File: src/rtl/csr_bank_pkg.sv
package csr_bank_pkg;
  localparam int NUM_REGS = 4;
  typedef enum logic [1:0] {
    IDX_CONST  = 2'd0,
    IDX_STATUS = 2'd1,
    IDX_MASKED = 2'd2,
    IDX_COUNT  = 2'd3
  } reg_idx_e;
endpackage

File: src/rtl/csr_hit_decode.sv
module csr_hit_decode #(
  parameter int                ADDR_W = 12,
  parameter logic [ADDR_W-1:0] MATCH  = '0
) (
  input  logic              req_valid,
  input  logic [ADDR_W-1:0] addr,
  input  logic [1:0]        priv,
  output logic              sel
);
  always_comb begin
    sel = req_valid && (priv != 2'b00) && (addr == MATCH);
  end
endmodule

File: src/rtl/csr_masked_reg.sv
module csr_masked_reg #(
  parameter int DATA_W  = 64,
  parameter int MASK_LO = 2,
  parameter int MASK_HI = 63
) (
  input  logic              clk,
  input  logic              rst_n,
  input  logic              sel,
  input  logic              wr_en,
  input  logic [DATA_W-1:0] wr_data,
  output logic [DATA_W-1:0] rd_val
);
  logic [MASK_HI:MASK_LO] store_q, store_d;
  logic                   load_en;

  always_comb begin
    load_en = sel && wr_en;
    store_d = wr_data[MASK_HI:MASK_LO];
  end

  always_ff @(posedge clk or negedge rst_n) begin
    if (!rst_n) begin
      store_q <= '0;
    end else if (load_en) begin
      store_q <= store_d;
    end
  end

  for (genvar b = 0; b < DATA_W; b++) begin : g_bit
    if (b >= MASK_LO && b <= MASK_HI) begin : g_kept
      assign rd_val[b] = store_q[b];
    end else begin : g_tied
      assign rd_val[b] = 1'b0;
    end
  end

  AST_MASK_HOLD: assert property (@(posedge clk) disable iff (!rst_n)
    !(sel && wr_en) |=> $stable(store_q));
  AST_MASK_LOAD: assert property (@(posedge clk) disable iff (!rst_n)
    (sel && wr_en) |=> (rd_val[MASK_HI:MASK_LO] == $past(wr_data[MASK_HI:MASK_LO])));
endmodule

File: src/rtl/csr_tick_counter.sv
module csr_tick_counter #(
  parameter int CNT_W = 16
) (
  input  logic             clk,
  input  logic             rst_n,
  input  logic             sel,
  input  logic             wr_en,
  input  logic [CNT_W-1:0] wr_val,
  input  logic             tick,
  output logic [CNT_W-1:0] count
);
  logic [CNT_W-1:0] cnt_q, cnt_d;
  logic             cnt_en;

  always_comb begin
    cnt_en = (sel && wr_en) || tick;
    if (sel && wr_en) begin
      cnt_d = wr_val;
    end else begin
      cnt_d = cnt_q + 1'b1;
    end
  end

  always_ff @(posedge clk or negedge rst_n) begin
    if (!rst_n) begin
      cnt_q <= '0;
    end else if (cnt_en) begin
      cnt_q <= cnt_d;
    end
  end

  assign count = cnt_q;

  AST_CNT_LOAD: assert property (@(posedge clk) disable iff (!rst_n)
    (sel && wr_en) |=> (cnt_q == $past(wr_val)));
  AST_CNT_STEP: assert property (@(posedge clk) disable iff (!rst_n)
    (!(sel && wr_en) && tick) |=> (cnt_q == CNT_W'($past(cnt_q) + 1'b1)));
  AST_CNT_HOLD: assert property (@(posedge clk) disable iff (!rst_n)
    (!(sel && wr_en) && !tick) |=> $stable(cnt_q));
endmodule

File: src/rtl/csr_bank.sv
module csr_bank
  import csr_bank_pkg::*;
#(
  parameter int                ADDR_W      = 12,
  parameter int                DATA_W      = 64,
  parameter int                STATUS_W    = 52,
  parameter int                CNT_W       = 16,
  parameter int                MASK_LO     = 2,
  parameter int                MASK_HI     = 63,
  parameter logic [DATA_W-1:0] CONST_VALUE = 64'hDEAD_BEEF_FEED_FACE,
  parameter logic [ADDR_W-1:0] CONST_ADDR  = 12'h123,
  parameter logic [ADDR_W-1:0] STATUS_ADDR = 12'h124,
  parameter logic [ADDR_W-1:0] MASK_ADDR   = 12'h340,
  parameter logic [ADDR_W-1:0] CNT_ADDR    = 12'hC00
) (
  input  logic                clk,
  input  logic                rst_n,
  input  logic                req_valid,
  input  logic [ADDR_W-1:0]   addr,
  input  logic [1:0]          priv,
  input  logic                wr_en,
  input  logic [DATA_W-1:0]   wr_data,
  input  logic                tick,
  input  logic [STATUS_W-1:0] status_in,
  output logic [DATA_W-1:0]   rd_data,
  output logic                hit
);
  localparam logic [NUM_REGS*ADDR_W-1:0] ADDR_TABLE =
    {CNT_ADDR, MASK_ADDR, STATUS_ADDR, CONST_ADDR};

  logic [NUM_REGS-1:0] sel;
  logic [DATA_W-1:0]   src [NUM_REGS];
  logic [DATA_W-1:0]   masked_val;
  logic [CNT_W-1:0]    cnt_val;

  for (genvar i = 0; i < NUM_REGS; i++) begin : g_dec
    csr_hit_decode #(
      .ADDR_W (ADDR_W),
      .MATCH  (ADDR_TABLE[i*ADDR_W +: ADDR_W])
    ) u_dec (
      .req_valid (req_valid),
      .addr      (addr),
      .priv      (priv),
      .sel       (sel[i])
    );
  end

  csr_masked_reg #(
    .DATA_W  (DATA_W),
    .MASK_LO (MASK_LO),
    .MASK_HI (MASK_HI)
  ) u_masked (
    .clk     (clk),
    .rst_n   (rst_n),
    .sel     (sel[IDX_MASKED]),
    .wr_en   (wr_en),
    .wr_data (wr_data),
    .rd_val  (masked_val)
  );

  csr_tick_counter #(
    .CNT_W (CNT_W)
  ) u_count (
    .clk    (clk),
    .rst_n  (rst_n),
    .sel    (sel[IDX_COUNT]),
    .wr_en  (wr_en),
    .wr_val (wr_data[CNT_W-1:0]),
    .tick   (tick),
    .count  (cnt_val)
  );

  always_comb begin
    src[IDX_CONST]  = CONST_VALUE;
    src[IDX_STATUS] = DATA_W'(status_in);
    src[IDX_MASKED] = masked_val;
    src[IDX_COUNT]  = DATA_W'(cnt_val);
  end

  // Scan from the top index down so that the lowest selected index is the last assignment.
  always_comb begin
    rd_data = '0;
    hit     = 1'b0;
    for (int i = NUM_REGS - 1; i >= 0; i--) begin
      if (sel[i]) begin
        rd_data = src[i];
        hit     = 1'b1;
      end
    end
  end

  AST_IDLE_ZERO: assert property (@(posedge clk) disable iff (!rst_n)
    !hit |-> (rd_data == '0));
  AST_NO_PRIV: assert property (@(posedge clk) disable iff (!rst_n)
    ((priv == 2'b00) || !req_valid) |-> !hit);
  AST_CONST_READ: assert property (@(posedge clk) disable iff (!rst_n)
    (hit && addr == CONST_ADDR) |-> (rd_data == CONST_VALUE));
  AST_CNT_UPPER: assert property (@(posedge clk) disable iff (!rst_n)
    (hit && addr == CNT_ADDR && addr != CONST_ADDR && addr != STATUS_ADDR && addr != MASK_ADDR)
      |-> (rd_data[DATA_W-1:CNT_W] == '0));
endmodule

File: config.mk
export PLATFORM = sky130hd
export DESIGN_NAME = csr_bank
export DESIGN_NICKNAME = d
export VERILOG_FILES = /design/src/rtl/csr_bank_pkg.sv /design/src/rtl/csr_hit_decode.sv /design/src/rtl/csr_masked_reg.sv /design/src/rtl/csr_tick_counter.sv /design/src/rtl/csr_bank.sv
export SDC_FILE = /design/constraint.sdc
export NUM_CORES = 1
export LEC_CHECK = 0
export ABC_AREA = 1
export BUFFER_PORTS_ARGS = -buffer_cell sky130_fd_sc_hd__buf_4
export CORE_ASPECT_RATIO = 2
export CORE_UTILIZATION = 40
export DETAILED_ROUTE_END_ITERATION = 6
export GPL_TIMING_DRIVEN = 0
export MAX_ROUTING_LAYER = met4
export PLACE_DENSITY = 0.7
export SLEW_MARGIN = 0
export SYNTH_ARGS = -nofsm -noshare
export SYNTH_HDL_FRONTEND = slang
export SYNTH_HIERARCHICAL = 1
export SYNTH_SLANG_ARGS = --single-unit
export TNS_END_PERCENT = 50
File: constraint.sdc
create_clock -name clk -period 3.75 [get_ports clk]
set_clock_uncertainty 0.2 [all_clocks]
set_input_delay 0.1875 -clock clk [delete_from_list [all_inputs] [get_ports clk]]
set_output_delay 0.1875 -clock clk [all_outputs]
set_load 0.005 [all_outputs]
==> flow_metrics.env, run 1 <==
export IMPL_period_share_pct=62.64
export IMPL_path_clk_slew_ns=0.06
export IMPL_gp_congestion=0.9695
export IMPL_max_freq_ghz=0.4257
export IMPL_final_cell_mix="nand2_1 (210), buf_4 (207), nand3_1 (104), dfrtp_1 (78), dlygate4sd3_1 (67)"
export IMPL_fill_cells=1295
export IMPL_cts_buffer_depth=2
export IMPL_met1_usage_pct=25.43
export IMPL_yosysTopAreaCell="dfrtp_1"
export IMPL_cp_startpoint="addr[4]"
export IMPL_core_area_um2=13890
export IMPL_globalRouteTotalUtil_pct=27.34
export IMPL_required_ns=3.36
export IMPL_antenna_found_initial=0
export IMPL_crit_path_end="rd_data[45]"
export IMPL_worst_setup_path_start_kind="primary input"
export IMPL_synth_top_flop_cell="dfrtp_1"
export IMPL_syn2layout_area_growth_pct=46.88
export IMPL_synth_edf_count=0
export IMPL_num_io_pins=200
export IMPL_ctsResizeCount=0
export IMPL_critPathCaptureType="output port"
export IMPL_min_path_type="primary input to flop"
export IMPL_synth_area_top_cells="dfrtp_1 (34%), nand2_1 (14%), nand2_4 (12%)"
export IMPL_grt_pass1_wl_um=29810
export IMPL_total_power_uw=2144
export IMPL_power_density_nw_per_um2=256.1
export IMPL_multi_input_area_um2=3131
export IMPL_synth_top_area_share_pct=34.26
export IMPL_r2r_start="u_count/count[0]"
export IMPL_rsz0062_at_grt="false"
export IMPL_cts_setup_buffers=0
export IMPL_r2r_slack_ns=1.96
export IMPL_status="complete, no violations"
export IMPL_dr_first_iter_drc_count=230
export IMPL_tritoncts="built"
export IMPL_hold_viol=0
export IMPL_final_common_cell="nand2_1"
export IMPL_ys_ff_latch=78
export IMPL_worst_slack_ns=1.401
export IMPL_setup_violations=0
export IMPL_syn_area_um2=5698
export IMPL_cts_hold_buf=67
export IMPL_synth_warning_count=6
export IMPL_grt_max_degree=79
export IMPL_die_area_um2=14760
export IMPL_rows=61
export IMPL_yosysUniqueCellTypes=32
export IMPL_dp_hpwl_um=14180
export IMPL_peakVddDrop_v=0.0002127
export IMPL_synthArstFlopShare_pct=100.0
export IMPL_tns_ns=0
export IMPL_via_per_inst=4.956
export IMPL_critical_path_class="primary input to output port"
export IMPL_h_tree_depth=3
export IMPL_clk_latency_ns=0.34
export IMPL_met3_usage_pct=3.039
export IMPL_path_max_fanout=10
export IMPL_wire_per_inst_um=15.60
export IMPL_dr_pass1_iters=5
export IMPL_period_needed_ns=2.349
export IMPL_finalWirelength_um=19300
export IMPL_avgSynthCellArea_um2=7.439
export IMPL_ys_seq_area_share_pct=34.26
export IMPL_die_h_um=170.8
export IMPL_final_seq_area_um2=1952
export IMPL_fin_util_pct=60.25
export IMPL_pre_cts_ws_ns=1.346
export IMPL_antenna_cells=0
export IMPL_busiest_layer="met2"
export IMPL_cts_buffers=9
export IMPL_num_vias=6130
export IMPL_root_buffer="clkbuf_16"
export IMPL_power_leakage_uw=0.004436
export IMPL_numPortBuffers=199
export IMPL_grt_pass1_vias=6253
export IMPL_drc=0
export IMPL_max_slew_margin_pct=29.27
export IMPL_clock_sinks=78
export IMPL_cp_arrival_ns=1.96
export IMPL_worstMarginPinSlew_ns=1.061
export IMPL_crit_reg2reg_capture="u_count/count[1]"
export IMPL_layout_nets=1180
export IMPL_initial_core_util_pct=41.02
export IMPL_met2_usage_pct=51.90
export IMPL_maxCapViolCount=0
export IMPL_reg2regPathDepth=4
export IMPL_final_layout_size_suffix_gt1_share_pct=38.07
export IMPL_ant_nets=0
export IMPL_grt_remaining_overflow=0
export IMPL_die_w_um=86.40
export IMPL_syn_inst=766
export IMPL_slew_viol_final=0
==> final cells by class <==
type,count,area share (%)
Multi-Input combinational cell,580,37.40
Timing Repair Buffer,266,25.86
Sequential cell,78,23.32
Buffer,45,4.500
Inverter,64,2.900
Tap cell,189,2.826
Clock buffer,10,2.736
Clock inverter,5,0.4485
==> per-stage QoR <==
stage	hold slack (ns)	std cells	cell area (µm²)
final	0.1017	1237	8369
after CTS	0.08355	1237	8369
after floorplan	-0.3081	767	5702
after detailed placement	0.2164	1155	7432
after global routing	0.1004	1237	8369
after global placement	0.2131	1155	7432
==> Yosys cell counts, types with 2 or more instances <==
cell type / count
nor2_2: 5
inv_1: 59
nand4_1: 3
nand2_1: 210
nor3b_2: 2
clkbuf_1: 2
o22ai_1: 4
buf_2: 22
o21ai_1: 6
buf_6: 7
dfrtp_1: 78
nor2_1: 49
buf_4: 8
nand2_2: 65
inv_2: 4
nand3_1: 104
a21oi_1: 51
nor3_2: 2
buf_12: 6
nand2_4: 60
o21ai_0: 8
==> power breakdown <==
part           internal, µW  total, µW  switching [µW]
combinational           209        385             176
clock                   446        802             356
sequential              885        957            71.3
==> metal layers <==
layer  vias to the layer above  part of all wire, %
met5                         -                    0
met4                         0                  5.8
met3                        79                  4.3
met2                       244                   57
met1                      2846                   33
li1                       2961                    -
==> how the worst min path moves through the flow <==
stage	from	depth (start not counted)	endpoint
2_1_floorplan	rst_n	0	u_count/count[0]
3_3_place_gp	wr_data[1]	3	u_count/count[1]
3_5_place_dp	wr_data[1]	3	u_count/count[1]
4_1_cts	wr_en	4	u_masked/store_q[63]
5_1_grt	wr_en	4	u_masked/store_q[61]
6_report	wr_en	4	u_masked/store_q[63]
==> critical path: stages <==
cell and delay, ns:
buf_4 0.12, inv_1 0.05, nand2_1 0.04, nor2_1 0.09, nand2_1 0.07, nor2_1 0.46, buf_2 0.40, buf_2 0.28
a21oi_1 0.06, nand2_1 0.08, buf_4 0.11
==> flip-flops by register name, indices dropped and copies added (netlist names) <==
register          count
u_masked/store_q     62
u_count/count        16
==> cell families (layout without fill, tap and decap cells) <==
family	Yosys count	count (layout)	share of synthesized area (%)
compound gates	72	72	6.631
fa+ha+maj	1	1	0.2196
buf+inv	109	390	10.87
flops	78	78	34.26
other cells	1	2	0.06581
simple gates	505	505	47.96
No activity file was read; power rests on OpenSTA's default activity.
==> run 2: changes to the inputs <==
Settings changed: PLACE_DENSITY 0.7 to 0.73.
Clock period 3.75 ns to 2 ns, I/O delays scaled along.
==> run 2 against run 1 <==
Final area rose by 1.4%. First-iteration DRC count shrank 11%. Wire length down 0.95%. Via count is 0.26% lower. Final cell count up 0.65%. Power rose by 91%. Worst setup slack lost 1.3 ns. Clock-buffer cell count decreased by 1. Worst hold slack gained 0.019 ns. Core utilization increased by 0.82 points. Sequential power increased by 87%. Critical path type unchanged. Critical endpoint is now rd_data[12]. Largest cell class unchanged. Highest routed layer unchanged.
==> flow_metrics.env, run 2 (synthesized netlist as in run 1, its figures left out) <==
export IMPL_gp_congestion=0.9537
export IMPL_antenna_found_initial=0
export IMPL_slew_viol_final=0
export IMPL_dr_first_iter_drc_count=205
export IMPL_drc=0
export IMPL_peakVddDrop_v=0.0003911
export IMPL_holdPathEnd="u_masked/store_q[61]"
export IMPL_tritoncts="built"
export IMPL_min_path_type="primary input to flop"
export IMPL_antenna_cells=0
export IMPL_critPathCaptureType="output port"
export IMPL_critical_path_class="primary input to output port"
export IMPL_grt_max_degree=79
export IMPL_fill_cells=1255
export IMPL_period_needed_ns=1.918
export IMPL_rows=61
export IMPL_holdWs_ns=0.1211
export IMPL_status="complete, no violations"
export IMPL_power_leakage_uw=0.004478
export IMPL_die_area_um2=14760
export IMPL_hold_viol=0
export IMPL_dp_hpwl_um=13980
export IMPL_ant_nets=0
export IMPL_r2r_start="u_count/count[0]"
export IMPL_grt_pass1_wl_um=29490
export IMPL_path_clk_slew_ns=0.06
export IMPL_reg2regPathDepth=8
export IMPL_wire_per_inst_um=15.35
export IMPL_numPortBuffers=199
export IMPL_cp_arrival_ns=1.62
export IMPL_clock_sinks=78
export IMPL_period_share_pct=95.92
export IMPL_layout_nets=1187
export IMPL_required_ns=1.70
export IMPL_crit_reg2reg_capture="u_count/count[14]"
export IMPL_die_w_um=86.40
export IMPL_max_slew_margin_pct=30.87
export IMPL_worstHoldStart="wr_en"
export IMPL_power_density_nw_per_um2=481.8
export IMPL_initial_core_util_pct=41.02
export IMPL_setup_violations=0
export IMPL_globalRouteTotalUtil_pct=26.93
export IMPL_core_area_um2=13890
export IMPL_regMostFlops="u_masked/store_q"
export IMPL_rsz0062_at_grt="true"
export IMPL_via_per_inst=4.911
export IMPL_met2WireLength_um=10830
export IMPL_worstMarginPinSlew_ns=1.037
export IMPL_min_path_cells=5
export IMPL_cts_buffer_depth=2
export IMPL_max_freq_ghz=0.5213
export IMPL_num_io_pins=200
export IMPL_worst_setup_path_start_kind="primary input"
export IMPL_syn2layout_area_growth_pct=48.88
export IMPL_final_cell_mix="buf_4 (211), nand2_1 (209), nand3_1 (104), dfrtp_1 (78), dlygate4sd3_1 (68)"
export IMPL_grt_pass1_vias=6129
export IMPL_dr_pass1_iters=5
export IMPL_final_common_cell="buf_4"
export IMPL_num_vias=6114
export IMPL_grt_remaining_overflow=0
export IMPL_die_h_um=170.8
export IMPL_finalWirelength_um=19110
export IMPL_fin_util_pct=61.07
export IMPL_largest_reg_flops=62
export IMPL_tns_ns=0
export IMPL_clk_latency_ns=0.33
export IMPL_r2r_slack_ns=0.19
export IMPL_highest_layer="met4"
export IMPL_cts_buffers=9
export IMPL_final_layout_size_suffix_gt1_share_pct=39.11
export IMPL_root_buffer="clkbuf_16"
export IMPL_maxCapViolCount=0
export IMPL_met1_length_um=6590
export IMPL_path_max_fanout=10
export IMPL_route_met3_wl_um=688
export IMPL_h_tree_depth=3
## run 2: per-stage QoR
step	cell area [µm²]	instances	total power [µW]	worst slack, ns
after global placement	7432	1155	2404	-0.1764
after floorplan	5702	767	2046	0.5204
final	8483	1245	4087	0.08169
after detailed placement	7432	1155	2412	-0.1649
after global routing	8483	1245	4251	-0.01317
after CTS	8399	1239	4099	0.01771
## run 2: where the power goes
| part | switching (µW) | internal, µW | total, µW |
|---|---|---|---|
| Combinational | 325 | 381 | 706 |
| Clock | 727 | 860 | 1590 |
| Sequential | 136 | 1660 | 1790 |
| Total | 1190 | 2900 | 4090 |
## run 2: how the worst max path moves through the flow
stage          startpoint  slack, ns     endpoint  depth (start not counted)
5_1_grt           addr[1]      -0.01   rd_data[8]                         13
3_3_place_gp      addr[4]      -0.18  rd_data[51]                         10
2_1_floorplan     addr[3]       0.52  rd_data[49]                          9
6_report          addr[3]       0.08  rd_data[12]                         12
4_1_cts           addr[7]       0.02  rd_data[49]                         13
3_5_place_dp      addr[4]      -0.16  rd_data[51]                         10
## run 2: per-layer routing
metal	global-route usage (%)	vias to the layer above
li1	-	2986
met1	25.37	2830
met2	51.28	230
met3	2.460	68
met4	16.23	0
met5	-	-
## run 2: worst max-delay path, stage by stage
cell and delay [ns]:
buf_4 0.12, inv_1 0.05, nand2_1 0.04, nor2_1 0.09, nand2_1 0.10, nor2_4 0.28
buf_6 0.22, nor2_2 0.07, buf_4 0.18, nand2_1 0.06, nand3_1 0.12, buf_4 0.17
## run 2: cell type report
class,instances,area (µm²),area share (%)
repair buffers,272,2212,26.08
clock inverters,7,55.05,0.6490
clock buffers,9,225.2,2.655
flip-flops and latches,78,1952,23.01
well taps,189,236.5,2.788
inverters,64,242.7,2.861
plain buffers,45,395.4,4.661
multi-input cells,581,3164,37.30
## run 2: timing repair
| item | 4_1_cts | 5_1_grt |
|---|---|---|
| gates resized for setup | 3 | 11 |
| hold buffers | 68 | 0 |
| buffers inserted | 0 | 5 |
| setup endpoints to repair | 32 | 46 |
| pin swaps | 0 | 1 |
| cloned | 0 | 1 |
| endpoints found under the hold margin | 156 | 0 |
==> run 3: changes to the inputs <==
--- a/constraint.sdc
+++ b/constraint.sdc
@@ -4,2 +4,2 @@
 set_output_delay 0.1 -clock clk [all_outputs]
-set_load 0.005 [all_outputs]
+set_load 0.1 [all_outputs]
==> run 3 against run 2 <==
Core utilization rose by 4.1 points. Clock power increased by 9%. Die area stayed put. Worst hold slack got worse by 0.12 ns. Combinational power rose by 2%. Sequential power barely moved. Register-to-register slack worse by 0.02 ns. Critical path depth up 1.
==> flow_metrics.env, run 3 (synthesized netlist as in run 1, its figures left out) <==
export IMPL_gp_congestion=1.016
export IMPL_slowest_delay_ns=0.20
export IMPL_r2r_start="u_count/count[0]"
export IMPL_intPower_uw=3094
export IMPL_final_cell_mix="nand2_1 (201), buf_4 (156), nand3_1 (94), dfrtp_1 (78), nand2_2 (72)"
export IMPL_worst_slack_ns=0.01118
export IMPL_worstMarginPinSlew_ns=1.072
export IMPL_dr_pass1_iters=7
export IMPL_status="complete, no violations"
export IMPL_ant_nets=0
export IMPL_cts_buffers=9
export IMPL_min_path_type="primary input to flop"
export IMPL_crit_chain="buf_4, inv_1, nand2_1, nor2_1, nand2_2, nor2_4, buf_6, inv_6, nor2_8, buf_8, nand2_4, a21oi_4, buf_12"
export IMPL_holdWs_ns=0.002809
export IMPL_h_tree_depth=3
export IMPL_via_per_inst=4.976
export IMPL_cp_arrival_ns=1.69
export IMPL_die_area_um2=14760
export IMPL_fin_util_pct=65.20
export IMPL_num_io_pins=200
export IMPL_period_needed_ns=1.989
export IMPL_clock_sinks=78
export IMPL_largest_reg_flops=62
export IMPL_grt_pass1_vias=5987
export IMPL_power_density_nw_per_um2=467.9
export IMPL_setup_violations=0
export IMPL_pre_cts_ws_ns=-0.6751
export IMPL_peakVddDrop_v=0.0005890
export IMPL_r2r_slack_ns=0.17
export IMPL_antenna_cells=0
export IMPL_rows=61
export IMPL_numPortBuffers=199
export IMPL_switching_power_uw=1144
export IMPL_rsz0062_at_grt="true"
export IMPL_final_common_cell="nand2_1"
export IMPL_period_share_pct=99.44
export IMPL_antenna_found_initial=0
export IMPL_slew_viol_final=0
export IMPL_drc=0
export IMPL_power_leakage_uw=0.004671
export IMPL_globalRouteTotalUtil_pct=27.98
export IMPL_fill_cells=1194
export IMPL_die_w_um=86.40
export IMPL_tritoncts="built"
export IMPL_comb_power_share_pct=17.0
export IMPL_core_area_um2=13890
export IMPL_regMostFlops="u_masked/store_q"
export IMPL_grt_max_degree=79
export IMPL_swShare_pct=27.00
export IMPL_path_clk_slew_ns=0.06
export IMPL_reg2regPathDepth=6
export IMPL_die_h_um=170.8
export IMPL_cp_slowest_cell="nor2_8"
export IMPL_power_frac_clock_pct=40.9
export IMPL_dr_first_iter_drc_count=301
export IMPL_critical_path_class="primary input to output port"
export IMPL_grt_remaining_overflow=0
export IMPL_max_freq_ghz=0.5028
export IMPL_path_max_fanout=6
export IMPL_path_delay_family="buffers and inverters"
export IMPL_max_slew_margin_pct=28.52
export IMPL_clk_latency_ns=0.34
export IMPL_design_area_um2=9056
export IMPL_pwr_share_seq_pct=42.0
export IMPL_worstHoldStart="wr_en"
export IMPL_root_buffer="clkbuf_16"
export IMPL_critPathCaptureType="output port"
export IMPL_initial_core_util_pct=41.02
export IMPL_num_vias=6190
export IMPL_place_area_um2=7566
export IMPL_finalWirelength_um=20350
export IMPL_wire_per_inst_um=16.36
export IMPL_crit_buf_inv=6
export IMPL_min_path_cells=4
export IMPL_path_depth=13
export IMPL_cts_buffer_depth=2
export IMPL_worst_setup_path_start_kind="primary input"
export IMPL_holdPathEnd="u_masked/store_q[63]"
export IMPL_required_ns=1.70
export IMPL_hold_viol=0
export IMPL_grt_pass1_wl_um=30240
export IMPL_total_power_uw=4238
export IMPL_dp_hpwl_um=14140
export IMPL_final_layout_size_suffix_gt1_share_pct=41.80
export IMPL_crit_reg2reg_capture="u_count/count[8]"
export IMPL_layout_nets=1186
export IMPL_maxCapViolCount=0
export IMPL_syn2layout_area_growth_pct=58.94
-- run 3: changes by cell type in the layout (fill, tap and decap cells not counted), moves of 6 or more --
cell / previous run / this run
a21oi_1: 51 / 44
nand2_2: 66 / 72
buf_6: 7 / 47
nand3_2: 0 / 10
a21oi_4: 0 / 7
nand3_1: 104 / 94
buf_8: 1 / 8
buf_12: 6 / 17
buf_4: 211 / 156
nand2_1: 209 / 201
-- run 3: power by group through the flow --
stage | Sequential [µW] | Clock (µW) | Combinational, µW
final | 1780 | 1740 | 721
after global routing | 1790 | 1830 | 788
after CTS | 1780 | 1750 | 711
after detailed placement | 1810 | 0 | 589
after global placement | 1810 | 0 | 580
after floorplan | 1770 | 0 | 275
-- run 3: stage by stage --
stage	instances	setup TNS (ns)
floorplan	767	-2.702
global placement	1155	-18.50
detailed placement	1155	-18.02
CTS	1241	-0.01209
global route	1244	-0.7741
finish	1244	0
-- run 3: worst register-to-register path, cell delays in order (launching register included) --
cell     delay [ns]
dfrtp_1        0.46
ha_1           0.22
nand3_1        0.12
nor2_1         0.32
nand3_1        0.17
o22ai_1        0.15
a21oi_1        0.06
-- run 3: what timing repair did --
item	CTS	global route
resized for setup	67	55
buffers inserted	1	2
endpoints found under the hold margin	156	0
hold buffers	68	0
gates cloned	1	1
pin swaps	2	7
setup endpoints to repair	64	57
-- run 3: how the worst max path moves through the flow --
stage                        start     endpoint  slack, ns
after global routing       addr[4]  rd_data[49]      -0.07
after global placement     addr[4]  rd_data[51]      -0.68
after CTS                 addr[10]  rd_data[46]      -0.01
after floorplan            priv[1]  rd_data[52]      -0.35
final                      addr[4]  rd_data[46]       0.01
after detailed placement   addr[4]  rd_data[50]      -0.68
-- run 3: cell type report --
cell class                      count  area (µm²)  share of cell area (%)
Multi-Input combinational cell    581        3343                   36.92
Sequential cell                    78        1952                   21.55
Clock inverter                      4       53.80                  0.5941
Inverter                           64       245.2                   2.708
Tap cell                          189       236.5                   2.611
Clock buffer                       12       256.5                   2.832
Buffer                             45       429.2                   4.739
Timing Repair Buffer              271        2540                   28.05
-- run 3: per-layer routing --
metal	GRT usage (%)	share of wire [%]
met1	27.46	35
met2	52.00	56
met3	2.460	3.5
met4	17.10	5.4
met5	-	0
